## config.mk

```make
export PLATFORM = sky130hd
export DESIGN_NAME = pit_timer
export DESIGN_NICKNAME = d
export VERILOG_FILES = /design/src/rtl/pit_pkg.sv /design/src/rtl/pit_prescaler.sv /design/src/rtl/pit_downcounter.sv /design/src/rtl/pit_regs.sv /design/src/rtl/pit_timer.sv
export SDC_FILE = /design/constraint.sdc
export NUM_CORES = 1
export LEC_CHECK = 0
export ABC_CLOCK_PERIOD_IN_PS = 3900
export BUFFER_PORTS_ARGS = -buffer_cell sky130_fd_sc_hd__buf_2
export CAP_MARGIN = 20
export CORE_UTILIZATION = 51
export DETAILED_ROUTE_END_ITERATION = 10
export GPL_ROUTABILITY_DRIVEN = 0
export GPL_TIMING_DRIVEN = 1
export PLACE_DENSITY_LB_ADDON = 0.25
export RECOVER_POWER = 25
export SLEW_MARGIN = 20
export SYNTH_ARGS = -nofsm -noshare
export SYNTH_HDL_FRONTEND = slang
export SYNTH_HIERARCHICAL = 1
export SYNTH_SLANG_ARGS = --single-unit
```

## constraint.sdc

```tcl
create_clock -name clk -period 3.9 [get_ports clk]
set_input_delay 0.195 -clock clk [delete_from_list [all_inputs] [get_ports clk]]
set_output_delay 0.195 -clock clk [all_outputs]
set_load 0.05 [all_outputs]
```

## src/rtl/pit_pkg.sv

```systemverilog
package pit_pkg;
   localparam int unsigned ADDR_W = 3;
   localparam logic [ADDR_W-1:0] A_CTRL  = 3'd0;
   localparam logic [ADDR_W-1:0] A_LOAD  = 3'd1;
   localparam logic [ADDR_W-1:0] A_PRSC  = 3'd2;
   localparam logic [ADDR_W-1:0] A_COUNT = 3'd3;
   localparam logic [ADDR_W-1:0] A_EVENT = 3'd4;

   // control register: bit0 enable, bit1 mask enable, bit2 source select
   typedef struct packed {
      logic src_alt;
      logic mask;
      logic en;
   } ctrl_t;
   localparam int unsigned CTRL_W = $bits(ctrl_t);
endpackage

```

## src/rtl/pit_prescaler.sv

```systemverilog
module pit_prescaler #(
   parameter int unsigned PRE_W   = 32,
   parameter bit          ALT_SRC = 1'b1
) (
   input  logic             clk,
   input  logic             rst_n,
   input  logic             en,
   input  logic             src_alt,
   input  logic             alt_tick,
   input  logic             restart,
   input  logic [PRE_W-1:0] limit,
   output logic             tick
);
   logic [PRE_W-1:0] pcnt;
   logic src, step, wrap;

   generate
      if (ALT_SRC) begin : g_sel
         assign src = src_alt ? alt_tick : 1'b1;
      end else begin : g_sys
         logic unused_alt;
         assign unused_alt = src_alt ^ alt_tick;
         assign src = 1'b1;
      end
   endgenerate

   assign step = en & src & ~restart;
   assign wrap = (pcnt >= limit);
   assign tick = step & wrap;

   always_ff @(posedge clk) begin
      if (!rst_n)       pcnt <= '0;
      else if (restart) pcnt <= '0;
      else if (step)    pcnt <= wrap ? '0 : pcnt + 1'b1;
   end

   assert_restart_clears_R5: assert property (@(posedge clk) disable iff (!rst_n)
      restart |=> (pcnt == '0));
   assert_prescaler_frozen_R6: assert property (@(posedge clk) disable iff (!rst_n)
      (!en && !restart) |=> $stable(pcnt));
   assert_tick_only_at_limit_R2: assert property (@(posedge clk) disable iff (!rst_n)
      tick |=> (pcnt == '0));
endmodule

```

## src/rtl/pit_downcounter.sv

```systemverilog
module pit_downcounter #(
   parameter int unsigned CNT_W = 32
) (
   input  logic             clk,
   input  logic             rst_n,
   input  logic             tick,
   input  logic             ld,
   input  logic [CNT_W-1:0] ld_val,
   input  logic [CNT_W-1:0] reload_val,
   output logic [CNT_W-1:0] count,
   output logic             zero_evt
);
   logic [CNT_W-1:0] nxt;

   assign nxt      = (count == '0) ? reload_val : count - 1'b1;
   assign zero_evt = tick & ~ld & (nxt == '0);

   always_ff @(posedge clk) begin
      if (!rst_n)    count <= '0;
      else if (ld)   count <= ld_val;
      else if (tick) count <= nxt;
   end

   assert_load_takes_value_R5: assert property (@(posedge clk) disable iff (!rst_n)
      ld |=> (count == $past(ld_val)));
   assert_hold_without_tick_R6: assert property (@(posedge clk) disable iff (!rst_n)
      (!tick && !ld) |=> $stable(count));
   assert_reload_after_zero_R4: assert property (@(posedge clk) disable iff (!rst_n)
      (tick && !ld && count == '0) |=> (count == $past(reload_val)));
   assert_decrement_R3: assert property (@(posedge clk) disable iff (!rst_n)
      (tick && !ld && count != '0) |=> (count == $past(count) - CNT_W'(1)));
endmodule

```

## src/rtl/pit_regs.sv

```systemverilog
module pit_regs
   import pit_pkg::*;
#(
   parameter int unsigned DATA_W = 32,
   parameter int unsigned CNT_W  = 32,
   parameter int unsigned PRE_W  = 32
) (
   input  logic              clk,
   input  logic              rst_n,
   input  logic              bus_sel,
   input  logic              bus_we,
   input  logic [ADDR_W-1:0] bus_addr,
   input  logic [DATA_W-1:0] bus_wdata,
   output logic [DATA_W-1:0] bus_rdata,
   input  logic [CNT_W-1:0]  count,
   input  logic              zero_evt,
   output ctrl_t             ctrl,
   output logic [CNT_W-1:0]  load_val,
   output logic [PRE_W-1:0]  pre_val,
   output logic              ld_pulse,
   output logic              flag
);
   logic wr, clr_req;

   assign wr       = bus_sel & bus_we;
   assign ld_pulse = wr && (bus_addr == A_LOAD);
   assign clr_req  = wr && (bus_addr == A_EVENT) && bus_wdata[0];

   always_ff @(posedge clk) begin
      if (!rst_n) begin
         ctrl     <= '0;
         load_val <= '0;
         pre_val  <= '0;
      end else if (wr) begin
         case (bus_addr)
            A_CTRL:  ctrl     <= ctrl_t'(bus_wdata[CTRL_W-1:0]);
            A_LOAD:  load_val <= bus_wdata[CNT_W-1:0];
            A_PRSC:  pre_val  <= bus_wdata[PRE_W-1:0];
            default: ;
         endcase
      end
   end

   // a zero event takes priority over a clearing write
   always_ff @(posedge clk) begin
      if (!rst_n)        flag <= 1'b0;
      else if (zero_evt) flag <= 1'b1;
      else if (clr_req)  flag <= 1'b0;
   end

   always_comb begin
      bus_rdata = '0;
      if (bus_sel) begin
         case (bus_addr)
            A_CTRL:  bus_rdata[CTRL_W-1:0] = ctrl;
            A_LOAD:  bus_rdata[CNT_W-1:0]  = load_val;
            A_PRSC:  bus_rdata[PRE_W-1:0]  = pre_val;
            A_COUNT: bus_rdata[CNT_W-1:0]  = count;
            A_EVENT: bus_rdata[0]          = flag;
            default: bus_rdata             = '0;
         endcase
      end
   end

   assert_event_sets_flag_R7: assert property (@(posedge clk) disable iff (!rst_n)
      zero_evt |=> flag);
   assert_flag_sticky_R7: assert property (@(posedge clk) disable iff (!rst_n)
      (flag && !clr_req) |=> flag);
   assert_flag_rises_on_event_R3: assert property (@(posedge clk) disable iff (!rst_n)
      $rose(flag) |-> $past(zero_evt));
endmodule

```

## src/rtl/pit_timer.sv

```systemverilog
module pit_timer
   import pit_pkg::*;
#(
   parameter int unsigned DATA_W  = 32,
   parameter int unsigned CNT_W   = 32,
   parameter int unsigned PRE_W   = 32,
   parameter bit          ALT_SRC = 1'b1
) (
   input  logic              clk,
   input  logic              rst_n,
   input  logic              alt_tick,
   input  logic              bus_sel,
   input  logic              bus_we,
   input  logic [ADDR_W-1:0] bus_addr,
   input  logic [DATA_W-1:0] bus_wdata,
   output logic [DATA_W-1:0] bus_rdata,
   output logic              irq_o
);
   generate
      if (CNT_W < 1 || CNT_W > DATA_W) begin : g_bad_cnt
         $error("pit_timer: CNT_W must be 1..DATA_W");
      end
      if (PRE_W < 1 || PRE_W > DATA_W) begin : g_bad_pre
         $error("pit_timer: PRE_W must be 1..DATA_W");
      end
      if (DATA_W < CTRL_W) begin : g_bad_data
         $error("pit_timer: DATA_W too narrow for control");
      end
   endgenerate

   ctrl_t            ctrl;
   logic [CNT_W-1:0] load_val, count;
   logic [PRE_W-1:0] pre_val;
   logic             ld_pulse, flag, tick, zero_evt;

   pit_regs #(.DATA_W(DATA_W), .CNT_W(CNT_W), .PRE_W(PRE_W)) u_regs (
      .clk, .rst_n, .bus_sel, .bus_we, .bus_addr, .bus_wdata, .bus_rdata,
      .count, .zero_evt, .ctrl, .load_val, .pre_val, .ld_pulse, .flag
   );

   pit_prescaler #(.PRE_W(PRE_W), .ALT_SRC(ALT_SRC)) u_pre (
      .clk, .rst_n, .en(ctrl.en), .src_alt(ctrl.src_alt), .alt_tick,
      .restart(ld_pulse), .limit(pre_val), .tick
   );

   pit_downcounter #(.CNT_W(CNT_W)) u_cnt (
      .clk, .rst_n, .tick, .ld(ld_pulse), .ld_val(bus_wdata[CNT_W-1:0]),
      .reload_val(load_val), .count, .zero_evt
   );

   assign irq_o = flag & ctrl.mask;

   assert_irq_needs_mask_R8: assert property (@(posedge clk) disable iff (!rst_n)
      irq_o |-> ctrl.mask);
   assert_no_tick_when_off_R6: assert property (@(posedge clk) disable iff (!rst_n)
      !ctrl.en |-> !tick);
endmodule

```

### Word level (Yosys, flattened, before mapping)

Index checks and enable logic that the tools add are counted.

| operators by class | value |
|---|---|
| $add $sub $neg | 2 |
| multipliers | 0 |
| div/mod/pow operators | 0 |
| order comparisons | 1 |
| equality and inequality tests | 4 |
| shift-type cells | 0 |
| muxes and demuxes | 11 |
| bitwise operators | 9 |
| reduce and logical (&&, ||, !) cells | 12 |

Operators with widths:

| operator | number |
|---|---|
| 32-bit two-way mux | 5 |
| 29-bit case mux with 3 select lines | 1 |
| 32-bit logical NOT | 2 |
| 32-bit by 1-bit adder with 32-bit output, second input constant | 1 |
| 32-bit greater-or-equal comparator | 1 |
| 32-bit by 1-bit subtractor with 32-bit output, second input constant | 1 |
| 2-bit case mux with 4 select lines | 1 |
| 1-bit bitwise AND | 7 |
| 3-bit by 2-bit equality test with 1-bit output, second input constant | 2 |
| 2-bit AND reduction | 3 |
| 1-bit case mux with 5 select lines | 1 |
| 2-bit nonzero test | 2 |
| 3-bit by 1-bit equality test with 1-bit output, second input constant | 1 |
| 3-bit equality test, second input constant | 1 |
| 1-bit logical AND | 3 |
| 3-bit logical NOT | 1 |
| 1-bit two-way mux | 3 |
| 1-bit inverter | 2 |
| 2-bit OR reduction | 1 |

| storage, ports and cells | value |
|---|---|
| flip-flop bits (word level) | 132 |
| latch bits | 0 |
| RAM bits | 0 |
| memory bits (read-only) | 0 |
| bits of input ports | 40 |
| output and inout port bits | 33 |
| logic and storage cells | 47 |
| memories kept | 0 |

### Longest topological paths before layout

| logic depth | value |
|---|---|
| depth in word-level cells | 8 |
| depth in mapped cells | 14 |
| gate-level depth less buffers | 13 |

### Modules after synthesis

The synthesis kept the hierarchy.

By module, submodules not included:

| module | times used | cells an instance | area each (um^2) | sequential area each (um^2) |
|---|---|---|---|---|
| pit_regs | 1 | 435 | 3,464.6 | 1,361.3 |
| pit_downcounter | 1 | 391 | 2,751.4 | 640.6 |
| pit_prescaler | 1 | 278 | 2,373.5 | 640.6 |
| pit_timer | 1 | 1 | 6.3 | 0.0 |

### Least setup slack after synthesis

No wires, ideal clock.

| timing | value |
|---|---|
| kind | register -> register |
| from | register u_cnt.count[18] |
| to | register u_regs.flag |
| setup time | 0.070 ns |
| data arrival time | 3.212 ns |
| required time | 3.830 ns |
| setup slack | 0.617 ns |
| stages on the path, launching flop included | 13 |
| path buffers | 3 |
| period minus slack after synthesis | 3.283 ns |
| path through | dfxtp_1 -> buf_6 -> or3_4 -> or4_4 -> buf_6 -> or3_1 -> buf_2 -> or3_1 -> a31o_1 -> or4_1 -> nor4_1 -> inv_1 -> a21oi_1 |

| on the way | value |
|---|---|
| longest elaborated chain between the ends | 5 |
| elaborated cells on any way between the ends | 7 |
| those cells by class | add/sub: 1; mux: 2; bitwise: 1; reduce/logical: 3 |

Ends and longest elaborated chain:

| what | line | RTL |
|---|---|---|
| start: declaration | pit_downcounter.sv:10 | `output logic [CNT_W-1:0] count,` |
| start signal: assignment | pit_downcounter.sv:20 | `else if (ld) count <= ld_val;` |
| start signal: assignment | pit_downcounter.sv:21 | `else if (tick) count <= nxt;` |
| 32-bit by 1-bit subtractor with 32-bit output / 32-bit logical NOT (equally long branches) | pit_downcounter.sv:15 | `assign nxt = (count == '0) ? reload_val : count - 1'b1;` |
| 32-bit two-way mux * | pit_downcounter.sv:15 |  |
| 32-bit logical NOT * | pit_downcounter.sv:16 | `assign zero_evt = tick & ~ld & (nxt == '0);` |
| 1-bit bitwise AND * | pit_downcounter.sv:16 |  |
| named net zero_evt | pit_timer.sv:34 | `logic ld_pulse, flag, tick, zero_evt;` |
| 1-bit two-way mux / 2-bit nonzero test (equally long branches) | - |  |
| end signal: assignment | pit_regs.sv:46 | `if (!rst_n) flag <= 1'b0;` |
| end signal: assignment | pit_regs.sv:47 | `else if (zero_evt) flag <= 1'b1;` |
| end signal: assignment | pit_regs.sv:48 | `else if (clr_req) flag <= 1'b0;` |
| end: declaration | pit_regs.sv:21 | `output logic flag` |

The timed path passes the listed nets; every way through them passes the cells marked *.
A chain may end at the register's enable or synchronous reset.

### Worst setup path after layout

| timing | value |
|---|---|
| from | register u_cnt.count[0] |
| to | register u_regs.flag |

Same word-level chain as after synthesis.

==> metrics.md <==
| Metric | Value |
|---|---|
| WL/cell | `20.21 µm` |
| Pre-Repair DR Iteration Count | `5` |
| XOR/XNOR share of the synthesized area | `0.03974` |
| Routed vias | `8889` |
| Critical path type | `reg -> reg` |
| Largest net degree at the start of global routing | `50` |
| Detailed placement HPWL | `19.29 mm` |
| Syn Nets | `~1200` |
| Critical path capture point type | `register` |
| Share of the synthesized area in the top cell type | `0.3074` |
| Synthesized instance count | `around 1100` |
| Clock skew | `8.367 ps` |
| Die width | `131.8 µm` |
| Final Power | `3872 µW` |
| Final min period | `3697 ps` |
| Grt ovf | `0` |
| CTS root buffer | `clkbuf_16` |
| LEAKAGE | `0.003643 µW` |
| Worst-path clk slew | `60 ps` |
| GRT Util Overall | `0.3212` |
| Antenna Nets Post-Route | `0` |
| CP required | `4240 ps` |
| Drt drc | `0` |
| Failing checks | `capacitance limit, slew limit` |
| Post-synth top area cell | `dfxtp_1` |
| TritonCTS clock tree | `done` |
| Die span in y | `131.8 µm` |
| Max-slew violation count | `36` |
| First-pass GRT wire length | `44.53 mm` |
| Worst setup margin | `around 200 ps` |
| Num ports | `73` |
| Adder-cell share of the synthesized area | `0.05095` |
| Register area share after synthesis | `0.3074` |
| Post-synthesis simple-gate area fraction | `0.2434` |
| Yosys Warn Count | `6` |
| RSZ-0062 raised after global routing | `false` |
| Starting Density | `0.5202` |
| Critical path's slowest cell | `or4b_2` |
| Worst Setup Start Kind | `register` |
| Top FF cell, synth | `dfxtp_1` |
| Postcts setup bufs | `0` |
| Tightest Hold Check Type | `in -> reg` |
| Slew HR | `-0.2197` |
| Mux share of post-synthesis cell area | `0.04672` |
| Worst skew pair latency | `420 ps` |
| Final-report hold violation count | `0` |
| Setup Viol. Count Final | `0` |
| Fmax | `270.5 MHz` |
| Dpl ws | `about 200 ps` |
| Final instance area | `0.009764 mm²` |
| Core box area | `0.01652 mm²` |
| Clock sink count | `132` |
| Placed cell areas | `0.009124 mm²` |
| CP arrival | `4040 ps` |
| Crit path max fanout | `12` |
| Diode count | `0` |
| Worst hold slack | `52.28 ps` |
| Share of layout cells above drive strength 1 | `0.1714` |
| Synth Cell Area | `0.008596 mm²` |
| Final wirelength | `about 28 mm` |
| PwrDens | `396.6 mW/mm²` |
| Fill cells | `approximately 1600` |
| Synthesized flop and latch total | `~130` |
| Total CTS buffers | `17` |
| Post-synth EDFFs | `0` |
| Vias per cell | `6.465` |
| Netlist cell types | `73` |
| Largest family of logic cells by synthesized area | `simple AND/OR/NAND/NOR gates` |
| Ys async rst share | `0` |
| Fin Setup TNS | `0 ps` |
| IO buf count | `between 70 and 80` |
| Post-synthesis compound-gate area fraction | `0.2413` |
| Htree depth | `4` |
| Maximum vdd drop | `0.3513 mV` |
| Initial antenna violation count | `0` |
| Fin nets | `1217` |
| Row cnt | `47` |
| Die area | `0.01738 mm²` |
| Max_cap viols | `1` |
| Top post-synthesis cells by area | `dfxtp_1 31%, a21oi_1 6.4%, o21ai_0 5.9%` |
| Least-Margin Pin Slew | `1829 ps` |
| Detailed router's first-iteration violation count | `1046` |
| Clock Path Buffers | `2` |
| Worst path cell trace | `inv_1 > ha_1 > or4b_2 > or3_1 > or3_4 > nor4_1 > o221ai_1 > or4_1 > nor4_1 > inv_1 > a21oi_1` |
| Vias in the first global route | `8061` |
| Tcrit/Tclk final | `0.9479` |
| CP max stage delay | `610 ps` |
| Syn-to-layout area delta | `13.60%` |
| Status | `finished with violations` |
| Avg Cell Area, Syn | `7.779 µm²` |
[synth_stat cells, types with 7 or more instances]
cell        n
or3_1      11
nor3_2     11
clkbuf_1   55
inv_1      52
nand4_1    24
xor2_1     24
a21oi_1   110
nor4_1     23
nand3_1    93
buf_2      22
nor3_1     43
dfxtp_1   132
a221oi_1    7
o211ai_1    8
a22oi_1    30
nor2_1     67
mux2_2     29
nand2_1    53
or4_1      10
a21boi_0   11
nor2b_1    16
o21ai_0   101
xnor2_1    15
ha_1       35
[state kept, by name, summed over array words and instances (netlist names)]
signal           flops
u_cnt/count         32
u_pre/pcnt          32
u_regs/ctrl          3
u_regs/flag          1
u_regs/load_val     32
u_regs/pre_val      32
[where the power goes]
part           total [µW]  switching (µW)  internal, µW
sequential           1390            21.9          1370
clock                1740             631          1110
combinational         745             488           257
[cell usage in the layout, fill, tap and decap left out, drive strengths merged, types with 6 or more instances in the layout]
cell type,synthesis,layout
nor4,24,24
xor2,24,24
or3,12,12
a221oi,7,7
dfxtp,132,132
a22oi,30,30
buf,35,105
or4,11,11
inv,53,55
o211ai,8,8
a21boi,11,11
a21oi,111,111
nor3,54,54
nor2,67,67
o21ai,102,102
nand2,53,53
nand2b,7,7
clkbuf,55,24
xnor2,15,15
ha,35,35
nand4,24,24
nand3,93,93
nor2b,16,16
a31oi,6,6
o211a,6,6
mux2,29,29
and4,6,6
[worst paths after layout]
check                           start                  end  slack [ps]  depth (start not counted)
hold / removal           bus_wdata[9]       u_cnt/count[9]          50                          2
hold reg to reg   u_regs/load_val[16]  u_regs/load_val[16]         500                          2
setup / recovery       u_cnt/count[0]          u_regs/flag         200                         11
setup reg to reg       u_cnt/count[0]          u_regs/flag         200                         11
[critical path, delay by kind of cell, from the launching register on]
kind,cells,cell delay [ps]
flops,1,310
compound gates,2,310
fa+ha+maj,1,170
buf+inv,2,210
simple gates,6,2600
[kinds of logic (layout without fill, tap and decap cells)]
group,count (synthesis),count (layout)
compound gates,331,331
xor+xnor,39,39
fa+ha+maj,35,35
buf+inv,143,193
flops,132,132
mux,34,34
simple gates,391,391
[layout make-up]
class                   count  area, µm²  share of cell area
inverters                  53      198.9             0.02037
repair buffers            108      624.3             0.06394
flip-flops and latches    132       2643              0.2706
clock buffers              21      460.4             0.04716
clock inverters            11      173.9             0.01781
multi-input cells         830       5389              0.5519
well taps                 220      275.3             0.02819
[metal layers]
layer / wire (µm) / global-route usage / vias up / part of all wire
met1: 12050 / 0.4435 / 4220 / 0.43
met4: 1005 / 0.1382 / 0 / 0.036
met2: 12550 / 0.4965 / 469 / 0.45
met5: 0 / 0 / - / 0
met3: 2184 / 0.04998 / 61 / 0.079
li1: - / - / 4139 / -
[what timing repair did]
item                                    CTS  global route
endpoints found under the setup margin    0             1
hold buffers                              0             0
resized for setup                         0             1
[through the flow]
step	utilization	cells
5_1_grt	0.5909	1375
6_report	0.5909	1375
2_1_floorplan	-	1105
4_1_cts	0.5905	1375
3_3_place_gp	0.5521	1343
3_5_place_dp	0.5521	1343
Note: power is estimated with default switching activity, not from simulation.
